[src/rtl/uptimer_pkg.sv]
package uptimer_pkg;

  localparam logic [7:0] OFS_CTRL  = 8'h00;
  localparam logic [7:0] OFS_IEN   = 8'h0C;
  localparam logic [7:0] OFS_STAT  = 8'h10;
  localparam logic [7:0] OFS_EVGEN = 8'h14;
  localparam logic [7:0] OFS_DIV   = 8'h28;
  localparam logic [7:0] OFS_TOP   = 8'h2C;

  localparam int BIT_RUN    = 0;
  localparam int BIT_SINGLE = 3;
  localparam int BIT_BUFTOP = 7;

  // divider phase has reached the programmed ratio
  function automatic logic div_hit(logic [31:0] phase, logic [31:0] ratio);
    return phase == ratio;
  endfunction

  // next counter value on a tick: wrap at top, else step up
  function automatic logic [31:0] count_step(logic [31:0] c, logic [31:0] top);
    return (c == top) ? 32'd0 : c + 32'd1;
  endfunction

endpackage

[src/rtl/uptimer_regs.sv]
module uptimer_regs
  import uptimer_pkg::*;
#(
  parameter int CNT_W  = 16,
  parameter int PSC_W  = 16,
  parameter int ADDR_W = 8
) (
  input  logic              clk,
  input  logic              rst_n,
  input  logic              bus_wr,
  input  logic [ADDR_W-1:0] bus_addr,
  input  logic [31:0]       bus_wdata,
  output logic [31:0]       bus_rdata,
  input  logic              natural_upd,
  input  logic              upd,
  output logic              run,
  output logic              single,
  output logic              buftop,
  output logic              uie,
  output logic              uflag,
  output logic [PSC_W-1:0]  div_buf,
  output logic [CNT_W-1:0]  top_buf,
  output logic              top_wr,
  output logic              force_upd
);

  logic wr_ctrl, wr_ien, wr_stat, wr_evgen, wr_div;

  assign wr_ctrl  = bus_wr && (bus_addr == ADDR_W'(OFS_CTRL));
  assign wr_ien   = bus_wr && (bus_addr == ADDR_W'(OFS_IEN));
  assign wr_stat  = bus_wr && (bus_addr == ADDR_W'(OFS_STAT));
  assign wr_evgen = bus_wr && (bus_addr == ADDR_W'(OFS_EVGEN));
  assign wr_div   = bus_wr && (bus_addr == ADDR_W'(OFS_DIV));
  assign top_wr   = bus_wr && (bus_addr == ADDR_W'(OFS_TOP));
  assign force_upd = wr_evgen && bus_wdata[0];

  always_ff @(posedge clk or negedge rst_n) begin
    if (!rst_n) begin
      run     <= 1'b0;
      single  <= 1'b0;
      buftop  <= 1'b0;
      uie     <= 1'b0;
      uflag   <= 1'b0;
      div_buf <= '0;
      top_buf <= '0;
    end else begin
      if (wr_ctrl) begin
        run    <= bus_wdata[BIT_RUN];
        single <= bus_wdata[BIT_SINGLE];
        buftop <= bus_wdata[BIT_BUFTOP];
      end else if (natural_upd && single) begin
        run <= 1'b0;
      end
      if (wr_ien) uie <= bus_wdata[0];
      if (upd) uflag <= 1'b1;
      else if (wr_stat && !bus_wdata[0]) uflag <= 1'b0;
      if (wr_div) div_buf <= bus_wdata[PSC_W-1:0];
      if (top_wr) top_buf <= bus_wdata[CNT_W-1:0];
    end
  end

  always_comb begin
    bus_rdata = '0;
    case (bus_addr)
      ADDR_W'(OFS_CTRL): begin
        bus_rdata[BIT_RUN]    = run;
        bus_rdata[BIT_SINGLE] = single;
        bus_rdata[BIT_BUFTOP] = buftop;
      end
      ADDR_W'(OFS_IEN):  bus_rdata[0] = uie;
      ADDR_W'(OFS_STAT): bus_rdata[0] = uflag;
      ADDR_W'(OFS_DIV):  bus_rdata[PSC_W-1:0] = div_buf;
      ADDR_W'(OFS_TOP):  bus_rdata[CNT_W-1:0] = top_buf;
      default:           bus_rdata = '0;
    endcase
  end

endmodule

[src/rtl/uptimer_prescaler.sv]
module uptimer_prescaler
  import uptimer_pkg::*;
#(
  parameter int PSC_W = 16
) (
  input  logic             clk,
  input  logic             rst_n,
  input  logic             run,
  input  logic             force_upd,
  input  logic             upd,
  input  logic [PSC_W-1:0] div_buf,
  output logic [PSC_W-1:0] phase,
  output logic [PSC_W-1:0] div_act,
  output logic             tick
);

  assign tick = run && div_hit(32'(phase), 32'(div_act));

  always_ff @(posedge clk or negedge rst_n) begin
    if (!rst_n) begin
      phase   <= '0;
      div_act <= '0;
    end else begin
      if (force_upd)  phase <= '0;
      else if (tick)  phase <= '0;
      else if (run)   phase <= phase + 1'b1;
      if (upd) div_act <= div_buf;
    end
  end

endmodule

[src/rtl/uptimer_counter.sv]
module uptimer_counter
  import uptimer_pkg::*;
#(
  parameter int CNT_W = 16
) (
  input  logic             clk,
  input  logic             rst_n,
  input  logic             tick,
  input  logic             force_upd,
  input  logic             top_wr,
  input  logic [CNT_W-1:0] top_wdata,
  input  logic             buftop,
  input  logic [CNT_W-1:0] top_buf,
  output logic [CNT_W-1:0] cnt,
  output logic [CNT_W-1:0] top_act,
  output logic             natural_upd,
  output logic             upd
);

  assign natural_upd = tick && (cnt == top_act);
  assign upd         = force_upd || natural_upd;

  always_ff @(posedge clk or negedge rst_n) begin
    if (!rst_n) begin
      cnt     <= '0;
      top_act <= '0;
    end else begin
      if (force_upd) cnt <= '0;
      else if (tick) cnt <= CNT_W'(count_step(32'(cnt), 32'(top_act)));
      if (top_wr && !buftop) top_act <= top_wdata;
      else if (upd)          top_act <= top_buf;
    end
  end

endmodule

[src/rtl/uptimer.sv]
module uptimer #(
  parameter int CNT_W  = 16,
  parameter int PSC_W  = 16,
  parameter int ADDR_W = 8
) (
  input  logic              clk,
  input  logic              rst_n,
  input  logic              bus_wr,
  input  logic [ADDR_W-1:0] bus_addr,
  input  logic [31:0]       bus_wdata,
  output logic [31:0]       bus_rdata,
  output logic              irq
);

  logic             run, single, buftop, uie, uflag;
  logic             top_wr, force_upd, tick, natural_upd, upd;
  logic [PSC_W-1:0] div_buf, div_act, phase;
  logic [CNT_W-1:0] top_buf, top_act, cnt;

  uptimer_regs #(.CNT_W(CNT_W), .PSC_W(PSC_W), .ADDR_W(ADDR_W)) u_regs (
    .clk(clk), .rst_n(rst_n), .bus_wr(bus_wr), .bus_addr(bus_addr),
    .bus_wdata(bus_wdata), .bus_rdata(bus_rdata),
    .natural_upd(natural_upd), .upd(upd),
    .run(run), .single(single), .buftop(buftop), .uie(uie), .uflag(uflag),
    .div_buf(div_buf), .top_buf(top_buf), .top_wr(top_wr), .force_upd(force_upd)
  );

  uptimer_prescaler #(.PSC_W(PSC_W)) u_div (
    .clk(clk), .rst_n(rst_n), .run(run), .force_upd(force_upd), .upd(upd),
    .div_buf(div_buf), .phase(phase), .div_act(div_act), .tick(tick)
  );

  uptimer_counter #(.CNT_W(CNT_W)) u_cnt (
    .clk(clk), .rst_n(rst_n), .tick(tick), .force_upd(force_upd),
    .top_wr(top_wr), .top_wdata(bus_wdata[CNT_W-1:0]), .buftop(buftop),
    .top_buf(top_buf), .cnt(cnt), .top_act(top_act),
    .natural_upd(natural_upd), .upd(upd)
  );

  assign irq = uflag && uie;

endmodule

[config.mk]
export PLATFORM = sky130hd
export DESIGN_NAME = uptimer
export DESIGN_NICKNAME = d
export VERILOG_FILES = /design/src/rtl/uptimer_pkg.sv /design/src/rtl/uptimer_regs.sv /design/src/rtl/uptimer_prescaler.sv /design/src/rtl/uptimer_counter.sv /design/src/rtl/uptimer.sv
export SDC_FILE = /design/constraint.sdc
export NUM_CORES = 1
export LEC_CHECK = 0
export CAP_MARGIN = 20
export CORE_MARGIN = 2
export CORE_UTILIZATION = 30
export CTS_CLUSTER_DIAMETER = 50
export CTS_CLUSTER_SIZE = 24
export DETAILED_ROUTE_END_ITERATION = 8
export PLACE_DENSITY = 0.5
export SYNTH_ARGS = -nofsm -noshare
export SYNTH_HDL_FRONTEND = slang
export SYNTH_SLANG_ARGS = --single-unit
[constraint.sdc]
create_clock -name clk -period 3 [get_ports clk]
set_input_delay 0.6 -clock clk [delete_from_list [all_inputs] [get_ports clk]]
set_output_delay 0.6 -clock clk [all_outputs]
set_load 0.02 [all_outputs]
=== Word level (Yosys, flattened, before mapping) ===
Cells that the tools add are included.

* Bits in writable memories: 0
* Bits of input ports: 43
* Bits in read-only memories: 0
* Output and inout bits: 33
* Latch bits: 0
* Flip-flop bits (word level): 101
* Memories kept: 0
* Word-level logic and storage cells: 60

* Reduce and logical (&&, ||, !) cells: 22
* Shift operators: 0
* $lt $le $gt $ge: 0
* Equal/unequal tests: 7
* Div/mod/pow operators: 0
* Add/subtract/negate cells: 2
* Multiply operators: 0
* Multiplexer cells: 18
* Bitwise logic cells: 0

{| class="wikitable"
|+ Operators with widths
! operator !! count
|-
| 16-bit 2-to-1 mux || 8
|-
| 16-bit by 1-bit adder with 16-bit output (second input constant) || 2
|-
| 16-bit equality test || 2
|-
| 8-bit by 5-bit equality test with 1-bit output (second input constant) || 2
|-
| 8-bit by 6-bit equality test with 1-bit output (second input constant) || 2
|-
| 8-bit case mux with 2 select lines || 1
|-
| 1-bit logical AND || 13
|-
| 8-bit by 4-bit equality test with 1-bit output (second input constant) || 1
|-
| 8-bit logical NOT || 1
|-
| 2-bit nonzero test || 4
|-
| 1-bit case mux with 3 select lines || 2
|-
| 3-bit case mux with 2 select lines || 1
|-
| 1-bit case mux with 5 select lines || 1
|-
| 1-bit 2-to-1 mux || 4
|-
| 2-bit case mux with 2 select lines || 1
|-
| 3-bit nonzero test || 1
|-
| 1-bit logical NOT || 2
|-
| 1-bit logical OR || 1
|}

=== Depth between registers and ports, before layout ===
Gate-level depths: netlist (run 1).

* Depth after elaboration: 6
* Depth in mapped cells: 9

=== Modules after synthesis ===
Synthesis (run 1) repeated with hierarchy kept, for this count alone.

* Cell total of the unflattened synthesis: 557
* Area total of the unflattened synthesis: 5924.4 um2

{| class="wikitable"
|+ Modules (own cells, without submodules)
! module !! instances !! seq. area each (um2) !! cells each !! area each (um2)
|-
| uptimer_counter || 1 || 800.8 || 261 || 2243.4
|-
| uptimer_regs || 1 || 925.9 || 140 || 1993.2
|-
| uptimer_prescaler || 1 || 800.8 || 155 || 1681.6
|-
| uptimer || 1 || 0.0 || 1 || 6.3
|}

=== Worst setup path after synthesis (run 1) ===
Ideal clock, no wire load.

* Path kind: input to output
* From: input port bus_addr[2]
* To: output port bus_rdata[0]
* Setup slack: 0.256 ns
* Stages on the path: 5
* Data required time: 2.400 ns
* Arrival: 2.144 ns
* Path buffers: 3
* Path through: clkbuf_1 > buf_1 > buf_1 > a31oi_1 > o22ai_1

* Word-level cells in the longest chain between the ends: 2
* Elaborated cells on any way between the ends: 6
* Those cells by class: eq/ne (4); mux (1); reduce/logical (1)

{| class="wikitable"
|+ Ends and longest elaborated chain
! item !! line !! RTL
|-
| from (decl) || uptimer.sv:9 || <nowiki>input logic [ADDR_W-1:0] bus_addr,</nowiki>
|-
| 8-bit by 6-bit equality test with 1-bit output, or another cell as far along || uptimer_regs.sv:64 || <nowiki>case (bus_addr)</nowiki>
|-
| 1-bit case mux with 5 select lines (*) || uptimer_regs.sv:64 ||
|-
| to (decl) || uptimer.sv:11 || <nowiki>output logic [31:0] bus_rdata,</nowiki>
|}

Every way passes the cells marked *; elsewhere a longest branch is shown, timed or not.

=== Worst setup path in the final report (run 1) ===
* From: input port bus_addr[1]
* To: output port bus_rdata[13]

* Word-level cells in the longest chain between the ends: 2
* Elaborated cells on any way between the ends: 3
* Those cells by class: eq/ne (2); mux (1)

{| class="wikitable"
|+ Ends and longest elaborated chain
! item !! line
|-
| 8-bit by 6-bit equality test with 1-bit output || uptimer_regs.sv:64
|-
| 8-bit case mux with 2 select lines (*) || uptimer_regs.sv:64
|}

Marked as above.

==> run_results.csv, run 1 <==
group,metric,value,unit
clocking,postCtsHoldBufs,0,
setup_path,crit_path_start,"bus_addr[1]",
synthesis,synth-seq-cells,101,
layout,antennaDiodeCount,0,
layout,multi_input_area,0.00272,mm2
floorplanning,die_h,139,um
grt,grt_overflow_total,0,
power_and_ir_drop,cellPowerDensity,489,mW/mm2
grt,grt_usage,15.3,%
placement,dp_cells,757,
sta,slew_headroom,59.0,%
setup_path,cp_slowest_cell,"clkdlybuf4s50_1",
synthesis,synth_fa_ha_area_share,0.460,%
drt,vias,3951,
power_and_ir_drop,p_int,2.26,mW
drt,drt_iter0_markers,240,
power_and_ir_drop,p_leak,2.86,nW
sta,finClkSkew,0.00850,ns
setup_path,slowest_delay,0.46,ns
floorplanning,die_area,0.0192,mm2
setup_path,r2r_cells,6,
synthesis,synth.avg_cell_area,11.3,um2
synthesis,synth_xor_area_share,7.40,%
floorplanning,core,0.0179,mm2
placement,gp_congestion,0.800,
clocking,clock_latency,0.36,ns
clocking,clkTransAtPathRegs,0.07,ns
grt,grt_pass1_wl,23200,um
synthesis,synthArstFlopShare,100,%
power_and_ir_drop,p_sw,0.926,mW
synthesis,syn_area,0.00544,mm2
sta,setup_viol,0,
power_and_ir_drop,ir_drop,0.278,mV
setup_path,crit_path_end,"bus_rdata[13]",
sta,drv_slew,0,
layout,final_cells,775,
drt,route.detailed.drc,0,
power_and_ir_drop,clock_power_share,36.0,%
floorplanning,die_w,139,um
sta,hold_viol,0,
sta,max_slew.worst_pin.slew,0.611,ns
drt,dr.pass1.iters,5,
layout,final_util,36.4,%
drt,vias_per_cell,5.10,
drt,wire_per_inst,18.0,um
synthesis,synth-edff-count,0,
layout,final_nets,586,
layout,regArea,0.00253,mm2
clocking,cts_buffers,9,
grt,antenna_found_initial,0,
job,drv_cap,0,
sta,finalSetupTns,0,ns
clocking,clock_path_buffers,2,
placement,pre_cts_slack,-0.361,ns
power_and_ir_drop,p_seq_share,49.3,%
synthesis,synthCells,480,
clocking,h-tree-depth,3,
synthesis,yosysWarnings,0,
synthesis,synth_cell_types,60,
placement,io_buffers,43,
setup_path,critPathMaxFanout,11,
hold_path,worstHoldPathType,"in -> async",
floorplanning,pin_count,76,
power_and_ir_drop,p_comb_share,14.7,%
synthesis,synth-main-ff-cell,"dfrtp_1",
setup_path,startpoint_type,"primary input",
clocking,numClockSinks,101,
synthesis,synth.most_common_cell,"dfrtp_1",
sta,layout_min_cycle_time,2.92,ns
synthesis,synth_common_cells,"dfrtp_1 (101), xnor2_1 (42), nor2_1 (36)",
setup_path,arrival,2.32,ns
drt,route.antenna.remaining_nets,0,
setup_path,worstPathCellList,"clkdlybuf4s50_1, nor4_4, buf_4, nand3_4, buf_12, nor2_1, clkdlybuf4s15_1",
power_and_ir_drop,switching_share,29.0,%
placement,dpl.hpwl,10200,um
setup_path,worst_setup_path_end_kind,"output port",
setup_path,ff2ff_setup_slack,0.54,ns
layout,nFillCells,1798,
synthesis,synthTopCellsByArea,"dfrtp_1 (46%), xnor2_1 (6.8%), mux2_1 (4.6%)",
synthesis,synth.top_cell.area_share,46.4,%
placement,placed_area,0.00624,mm2
synthesis,synth_top_area_cell,"dfrtp_1",
sta,fin_crit_sh,97.3,%
clocking,cts_tree,"done",
synthesis,synth_top_family_by_area,"multiplexers",
setup_path,r2r-end,"u_cnt.cnt[5]",
synthesis,ys_seq_area_share,46.4,%
clocking,cts_root_buf,"clkbuf_16",
floorplanning,num_rows,49,
grt,grt_max_degree,43,
grt,grt_pass1_vias,4112,
setup_path,critPathRequiredTime,2.40,ns
synthesis,synth-simple-area-share,13.5,%
setup_path,r2r_start,"u_div.phase[2]",
layout,drive_gt1_share,21.8,%
synthesis,synth_mux_area_share,14.7,%
sta,fmax,343,MHz
synthesis,synth_compound_area_share,12.3,%
layout,area_growth,19.9,%
floorplanning,initial_utilization,30.4,%
status,status,"finished, final reports clean",
setup_path,critPathKind,"in -> out",
sta,layout_setup_ws,0.0824,ns
drt,wl,13900,um
layout,final_area,0.00653,mm2
-- final cells by class --
| class | instances | area share (%) |
|---|---|---|
| multi-input combinational | 346 | 41.7 |
| sequential | 101 | 38.7 |
| inverter | 8 | 0.460 |
| clock inverter | 6 | 0.844 |
| clock buffer | 10 | 3.51 |
| tap | 229 | 4.39 |
| timing repair buffer | 75 | 10.4 |
-- sequential cells by signal, summed over array words and instances, names as in the netlist --
| signal | flops |
|---|---|
| u_div.phase | 16 |
| u_regs.single | 1 |
| u_regs.run | 1 |
| u_regs.uie | 1 |
| u_cnt.cnt | 16 |
| u_regs.top_buf | 16 |
| u_cnt.top_act | 16 |
| u_regs.div_buf | 16 |
| u_regs.uflag | 1 |
| u_regs.buftop | 1 |
| u_div.div_act | 16 |
-- power by group through the flow --
stage,clock network (mW),registers [mW],logic [mW]
2_1_floorplan,0,1.56,0.338
3_3_place_gp,0,1.60,0.456
3_5_place_dp,0,1.60,0.467
4_1_cts,1.19,1.57,0.471
5_1_grt,1.23,1.59,0.529
6_report,1.15,1.57,0.468
-- worst max-delay path, delay by kind of cell --
kind | cells | cell delay, ns
buffers and inverters | 4 | 1.13
and+or+nand+nor | 3 | 0.58
-- metrics by stage --
| step | hold slack, ns | power [mW] |
|---|---|---|
| after floorplan | 0.304 | 1.89 |
| after CTS | 0.243 | 3.23 |
| after global routing | 0.267 | 3.35 |
| final | 0.231 | 3.19 |
| after detailed placement | 0.489 | 2.06 |
| after global placement | 0.480 | 2.05 |
-- worst min path at each step --
| stage | start | to | cells after the start | slack [ns] |
|---|---|---|---|---|
| CTS | rst_n | u_regs.top_buf[0] | 1 | 0.24 |
| finish | rst_n | u_regs.run | 1 | 0.23 |
| global route | rst_n | u_div.div_act[12] | 1 | 0.27 |
| floorplan | rst_n | u_cnt.cnt[0] | 0 | 0.30 |
| detailed placement | u_regs.single | u_regs.run | 1 | 0.49 |
| global placement | u_regs.single | u_regs.run | 1 | 0.48 |
-- layout by cell type, fill, tap and decap left out, types with 6 or more instances in the layout --
cell type	Yosys	routed
mux2_2	19	19
a21oi_1	7	7
buf_4	18	29
nand3_1	12	12
o21ai_1	6	6
nor3_1	7	7
mux2_4	10	10
nor2_1	36	36
clkbuf_16	0	9
mux2_1	22	22
clkbuf_2	0	8
xnor2_1	42	42
o22a_1	16	16
conb_1	1	16
nand4_1	12	12
clkdlybuf4s50_1	0	26
clkdlybuf4s15_1	0	6
nand2_1	20	20
a31oi_1	7	7
mux2i_1	19	19
o21ai_0	6	6
o31ai_1	6	6
o221a_2	16	16
inv_1	8	8
dfrtp_1	101	101
-- per-layer routing --
layer	wire, um	vias to the layer above	part of all wire (%)	GRT usage (%)
met3	514	19	3.7	2.90
met4	246	0	1.8	5.48
met1	6640	1992	48	21.0
met2	6520	88	47	24.2
li1	-	1852	-	-
met5	0	-	0	0
-- what timing repair did --
item | CTS | global route
endpoints found under the setup margin | 16 | 14
cloned | 0 | 0
gates resized for setup | 22 | 23
setup buffers | 1 | 1
pin swaps | 1 | 1
-- cells by family after synthesis --
| group | Yosys count |
|---|---|
| other | 1 |
| buffers and inverters | 48 |
| flip-flops | 101 |
| AO/OA/AOI/OAI | 81 |
| multiplexers | 70 |
| AND/OR/NAND/NOR | 131 |
| adder cells (fa/ha/maj) | 2 |
| XOR/XNOR | 46 |
Note: power is estimated with default switching activity, not from simulation.
==> inputs of run 2 (changes only) <==
--- a/config.mk
+++ b/config.mk
@@ -7,11 +7,11 @@
 export LEC_CHECK = 0
 export CAP_MARGIN = 20
 export CORE_MARGIN = 2
-export CORE_UTILIZATION = 30
+export CORE_UTILIZATION = 40
 export CTS_CLUSTER_DIAMETER = 50
 export CTS_CLUSTER_SIZE = 24
 export DETAILED_ROUTE_END_ITERATION = 8
-export PLACE_DENSITY = 0.5
+export PLACE_DENSITY = 0.62
 export SYNTH_ARGS = -nofsm -noshare
 export SYNTH_HDL_FRONTEND = slang
 export SYNTH_SLANG_ARGS = --single-unit
==> constraint.sdc (replaced) <==
create_clock -name clk -period 3 [get_ports clk]
set_input_delay 0.3 -clock clk [delete_from_list [all_inputs] [get_ports clk]]
set_output_delay 0.3 -clock clk [all_outputs]
set_load 0.02 [all_outputs]
==> run 2 against run 1 <==
- combinational power fell by 4%
- final cell count fell by 9.0%
- register-to-register slack improved by 0.03 ns
- sequential power barely moved
- core utilization rose by 11 points
- clock skew rose by 0.0047 ns
- setup slack improved by 0.17 ns
- global-route usage rose by 3.6 points
- die area fell by 24%
- sequential share of layout area rose by 1.3 points
- non-clock buffer count fell by 17
- first-iteration DRC count fell by 14%
==> run_results.csv, run 2 (synthesis results as in run 1) <==
group,metric,value,unit
clocking,cts_root_buf,"clkbuf_16",
job,drv_cap,0,
sta,finClkSkew,0.0132,ns
grt,grt_usage,18.9,%
power_and_ir_drop,p_sw,0.904,mW
grt,grt_overflow_total,0,
setup_path,startpoint_type,"primary input",
sta,setup_viol,0,
grt,grt_max_degree,59,
floorplanning,die_w,121,um
setup_path,r2r-end,"u_div.div_act[10]",
setup_path,worst_setup_path_end_kind,"output port",
power_and_ir_drop,clock_power_share,35.6,%
setup_path,cp_slowest_cell,"clkdlybuf4s50_1",
drt,wire_per_inst,18.3,um
setup_path,timing.critical_path.buf_inv,2,
power_and_ir_drop,switching_share,28.7,%
layout,nFillCells,1245,
drt,vias_per_cell,5.51,
drt,drt_iter0_markers,206,
drt,dr.pass1.iters,4,
sta,hold_viol,0,
layout,final_nets,569,
drt,route.antenna.remaining_nets,0,
floorplanning,die_h,121,um
clocking,h-tree-depth,3,
placement,dpl.hpwl,9260,um
clocking,cts_setup_buffers,0,
grt,grt_pass1_vias,3921,
sta,drv_slew,0,
drt,wl,12900,um
setup_path,r2r_start,"u_div.phase[6]",
sta,hold_ws,0.482,ns
floorplanning,die_area,0.0146,mm2
power_and_ir_drop,p_seq_share,50.1,%
sta,fmax,364,MHz
power_and_ir_drop,p_int,2.24,mW
grt,grt_pass1_wl,21000,um
clocking,numClockSinks,101,
setup_path,crit_path_end,"bus_rdata[7]",
layout,area_growth,15.9,%
status,status,"finished, final reports clean",
clocking,cts_buffers,9,
floorplanning,pin_count,76,
layout,drive_gt1_share,17.4,%
setup_path,ff2ff_setup_slack,0.57,ns
setup_path,critPathKind,"in -> out",
floorplanning,core,0.0132,mm2
power_and_ir_drop,p_comb_share,14.3,%
clocking,clock_latency,0.36,ns
layout,antennaDiodeCount,0,
hold_path,worstHoldPathType,"in -> async",
setup_path,arrival,2.45,ns
layout,final_util,47.6,%
setup_path,critPathMaxFanout,3,
sta,max_slew.worst_pin.slew,0.576,ns
setup_path,crit_family,"buffers and inverters",
layout,final_common_cell,"dfrtp_1",
setup_path,crit_path_start,"bus_addr[1]",
drt,vias,3886,
floorplanning,initial_utilization,41.1,%
sta,slew_headroom,61.6,%
power_and_ir_drop,p_leak,2.74,nW
sta,rsz0062_at_grt,"false",
placement,gp_congestion,0.862,
power_and_ir_drop,p_total,3.15,mW
sta,fin_crit_sh,91.6,%
sta,layout_min_cycle_time,2.75,ns
setup_path,slowest_delay,0.64,ns
drt,route.detailed.drc,0,
grt,antenna_found_initial,1,
clocking,clkTransAtPathRegs,0.07,ns
power_and_ir_drop,ir_drop,0.329,mV
setup_path,r2r_cells,7,
power_and_ir_drop,cellPowerDensity,499,mW/mm2
clocking,cts_tree,"done",
placement,io_buffers,43,
floorplanning,num_rows,42,
clocking,clock_path_buffers,2,
setup_path,path_depth,7,
setup_path,worstPathCellList,"clkdlybuf4s50_1, nor4_2, nand2b_1, nor4_2, nand2_1, o21ai_0, clkdlybuf4s50_1",
layout,final_cell_mix,"dfrtp_1 (101), xnor2_1 (42), clkdlybuf4s50_1 (42)",
setup_path,critPathRequiredTime,2.70,ns
sta,finalSetupTns,0,ns
==> run 2: area by class of cell <==
| cell class | count | area, um2 | share of cell area (%) |
|---|---|---|---|
| flip-flops and latches | 101 | 2530 | 40.1 |
| repair buffers | 58 | 556 | 8.80 |
| well taps | 176 | 220 | 3.49 |
| multi-input cells | 346 | 2700 | 42.8 |
| inverters | 8 | 30.0 | 0.476 |
| clock buffers | 10 | 229 | 3.63 |
| clock inverters | 6 | 45.0 | 0.714 |
==> run 2: through the flow <==
stage	setup WS [ns]	cell area [um2]	cells
finish	0.253	6310	705
global route	0.0343	6310	705
CTS	0.102	6300	705
detailed placement	0.121	6020	688
global placement	0.184	6020	688
floorplan	0.845	5500	495
==> run 2: timing repair <==
action	4_1_cts	5_1_grt
setup endpoints to repair	0	2
gates resized for setup	0	1
hold endpoints to repair	43	0
hold buffers	1	0
==> run 2: worst reg2reg max path, delay by kind of cell, from the launching register on <==
kind / cells / cell delay [ns]
and+or+nand+nor: 4 / 1.04
DFF: 1 / 0.47
muxes: 1 / 0.36
buffers and inverters: 1 / 0.25
xor gates and xnor gates: 1 / 0.20
==> run 2: how the worst min path moves through the flow <==
stage	startpoint	to	slack (ns)
after global placement	rst_n	u_regs.uie	0.33
after floorplan	rst_n	u_cnt.cnt[0]	0.004
after global routing	u_regs.single	u_regs.run	0.50
after detailed placement	rst_n	u_regs.uie	0.34
after CTS	u_regs.single	u_regs.run	0.48
final	rst_n	u_regs.uie	0.48
==> run 2: power by group through the flow <==
stage	Combinational, mW	Sequential (mW)	Clock [mW]
after floorplan	0.338	1.56	0
after global placement	0.440	1.60	0
after detailed placement	0.452	1.60	0
after CTS	0.454	1.58	1.14
after global routing	0.502	1.59	1.20
final	0.451	1.58	1.12
==> run 2: layer usage <==
layer | up-vias | global-route usage, % | wire length, um
met4 | 2 | 4.43 | 194
met5 | - | 0 | 13
li1 | 1821 | - | -
met1 | 1944 | 26.4 | 6180
met2 | 104 | 29.1 | 5870
met3 | 15 | 5.24 | 660
==> inputs of run 3 (changes only) <==
--- a/config.mk
+++ b/config.mk
@@ -5,13 +5,12 @@
 export SDC_FILE = /design/constraint.sdc
 export NUM_CORES = 1
 export LEC_CHECK = 0
-export CAP_MARGIN = 20
-export CORE_MARGIN = 2
+export CORE_MARGIN = 8
 export CORE_UTILIZATION = 40
 export CTS_CLUSTER_DIAMETER = 50
 export CTS_CLUSTER_SIZE = 24
 export DETAILED_ROUTE_END_ITERATION = 8
-export PLACE_DENSITY = 0.62
+export PLACE_DENSITY = 0.63
 export SYNTH_ARGS = -nofsm -noshare
 export SYNTH_HDL_FRONTEND = slang
 export SYNTH_SLANG_ARGS = --single-unit
==> run 3 against run 2 <==
- fmax rose by 0.44%
- core utilization grew 0.29 points
- count of clock-buffer cells in the layout is the same
- die area is 21% higher
- power rose by 1.2%
- non-clock buffer count is 2 higher
- final cell count rose by 0.28%
- largest cell class unchanged
- design area up 0.61%
- critical path depth did not move
- clock power up 4%
- global-route usage decreased by 3.3 points
==> run_results.csv, run 3 (synthesis results as in run 1) <==
group,metric,value,unit
setup_path,startpoint_type,"primary input",
layout,antennaDiodeCount,0,
layout,final_nets,571,
setup_path,worst_setup_path_end_kind,"output port",
power_and_ir_drop,cellPowerDensity,502,mW/mm2
floorplanning,core,0.0132,mm2
drt,vias,3954,
floorplanning,initial_utilization,41.1,%
sta,finClkSkew,0.0110,ns
layout,final_cell_mix,"dfrtp_1 (101), xnor2_1 (42), clkdlybuf4s50_1 (42)",
clocking,cts_root_buf,"clkbuf_16",
drt,wl,13200,um
setup_path,critPathMaxFanout,3,
placement,dpl.hpwl,9680,um
placement,io_buffers,43,
layout,final_area,0.00635,mm2
setup_path,critPathKind,"in -> out",
grt,grt_pass1_vias,4034,
drt,route.detailed.drc,0,
sta,max_slew.worst_pin.slew,0.615,ns
grt,antenna_found_initial,0,
setup_path,arrival,2.43,ns
drt,wire_per_inst,18.7,um
sta,drv_slew,0,
setup_path,slowest_delay,0.66,ns
clocking,clkTransAtPathRegs,0.07,ns
layout,drive_gt1_share,17.9,%
clocking,h-tree-depth,3,
clocking,cts_buffers,9,
drt,routed.top_layer,"met4",
job,drv_cap,0,
layout,area_growth,16.6,%
hold_path,worstHoldPathType,"reg -> reg",
drt,drt_iter0_markers,277,
placement,placed_area,0.00603,mm2
power_and_ir_drop,p_leak,2.76,nW
sta,setup_viol,0,
sta,fin_crit_sh,91.2,%
sta,fmax,366,MHz
placement,gp_congestion,0.839,
drt,dr.pass1.iters,4,
floorplanning,die_w,133,um
grt,grt_max_degree,58,
floorplanning,pin_count,76,
drt,route.antenna.remaining_nets,0,
clocking,clock_latency,0.35,ns
clocking,numClockSinks,101,
sta,slew_headroom,59.0,%
sta,rsz0062_at_grt,"false",
sta,layout_min_cycle_time,2.73,ns
power_and_ir_drop,ir_drop,0.296,mV
drt,met2_length,5900,um
drt,vias_per_cell,5.59,
layout,final_common_cell,"dfrtp_1",
grt,grt_overflow_total,0,
floorplanning,die_area,0.0176,mm2
drt,m1WireLength,6370,um
sta,finalSetupTns,0,ns
clocking,cts_setup_buffers,0,
floorplanning,die_h,133,um
floorplanning,num_rows,42,
clocking,clock_path_buffers,2,
grt,grt_usage,15.5,%
clocking,cts_tree,"done",
setup_path,cp_slowest_cell,"clkdlybuf4s50_1",
drt,met3_length,808,um
setup_path,critPathRequiredTime,2.70,ns
setup_path,worstPathCellList,"clkdlybuf4s50_1, nor4_2, nand2b_1, nor4_2, nand2_1, o21ai_0, clkdlybuf4s50_1",
status,status,"finished, final reports clean",
grt,grt_pass1_wl,22100,um
sta,hold_viol,0,
-- run 3: changes by cell type in the layout (fill, tap and decap cells not counted) --
| cell | before | now |
|---|---|---|
| buf_4 | 14 | 16 |
| clkinv_8 | 0 | 1 |
| clkinv_4 | 1 | 3 |
| inv_6 | 3 | 0 |
| clkbuf_8 | 0 | 1 |
| clkbuf_1 | 1 | 0 |
| clkinv_2 | 2 | 1 |
| inv_8 | 0 | 1 |
-- run 3: power breakdown --
part	total (mW)	internal, mW	switching [mW]
combinational	0.458	0.225	0.233
sequential	1.57	1.45	0.121
clock	1.16	0.602	0.555
total	3.18	2.28	0.909
-- run 3: final cells by class --
type | count | area, um2
flip-flops and latches | 101 | 2530
well taps | 176 | 220
inverters | 8 | 30.0
clock buffers | 10 | 239
fillers | 1253 | 6890
repair buffers | 60 | 571
clock inverters | 6 | 58.8
multi-input cells | 346 | 2700
-- run 3: worst paths after layout --
kind / from / cells after the start / slack [ns] / to
worst min register to register: u_regs.single / 1 / 0.49 / u_regs.run
worst max register to register: u_div.phase[2] / 6 / 0.54 / u_cnt.top_act[2]
worst max-delay path: bus_addr[1] / 7 / 0.27 / bus_rdata[7]
max in group asynchronous: rst_n / 3 / 1.77 / u_regs.top_buf[12]
worst min-delay path: u_regs.single / 1 / 0.49 / u_regs.run
min in group asynchronous: rst_n / 2 / 0.50 / u_regs.uie
-- run 3: metrics by stage --
| stage | worst slack [ns] | cells | total power [mW] | util, % | hold WS, ns |
|---|---|---|---|---|---|
| 2_1_floorplan | 0.845 | 495 | 1.89 | - | 0.00441 |
| 3_3_place_gp | 0.177 | 690 | 2.04 | 45.6 | 0.341 |
| 3_5_place_dp | 0.162 | 690 | 2.05 | 45.6 | 0.350 |
| 4_1_cts | 0.159 | 707 | 3.21 | 47.9 | 0.492 |
| 5_1_grt | 0.0546 | 707 | 3.35 | 47.9 | 0.517 |
| 6_report | 0.265 | 707 | 3.18 | 47.9 | 0.488 |
-- run 3: critical path: cells and delay by family --
family,cells,cell delay (ns)
simple gates,4,0.95
compound gates,1,0.09
buf+inv,2,1.10
-- run 3: what timing repair did --
item                                    4_1_cts  5_1_grt
endpoints found under the setup margin        0        2
hold buffers                                  1        0
endpoints found under the hold margin        44        0
resized for setup                             0        1
-- run 3: routing by layer --
metal  GRT usage, %  vias to the layer above
li1               -                     1816
met3           5.26                        8
met1           21.2                     2011
met5              0                        -
met4           3.22                        0
met2           23.3                      119
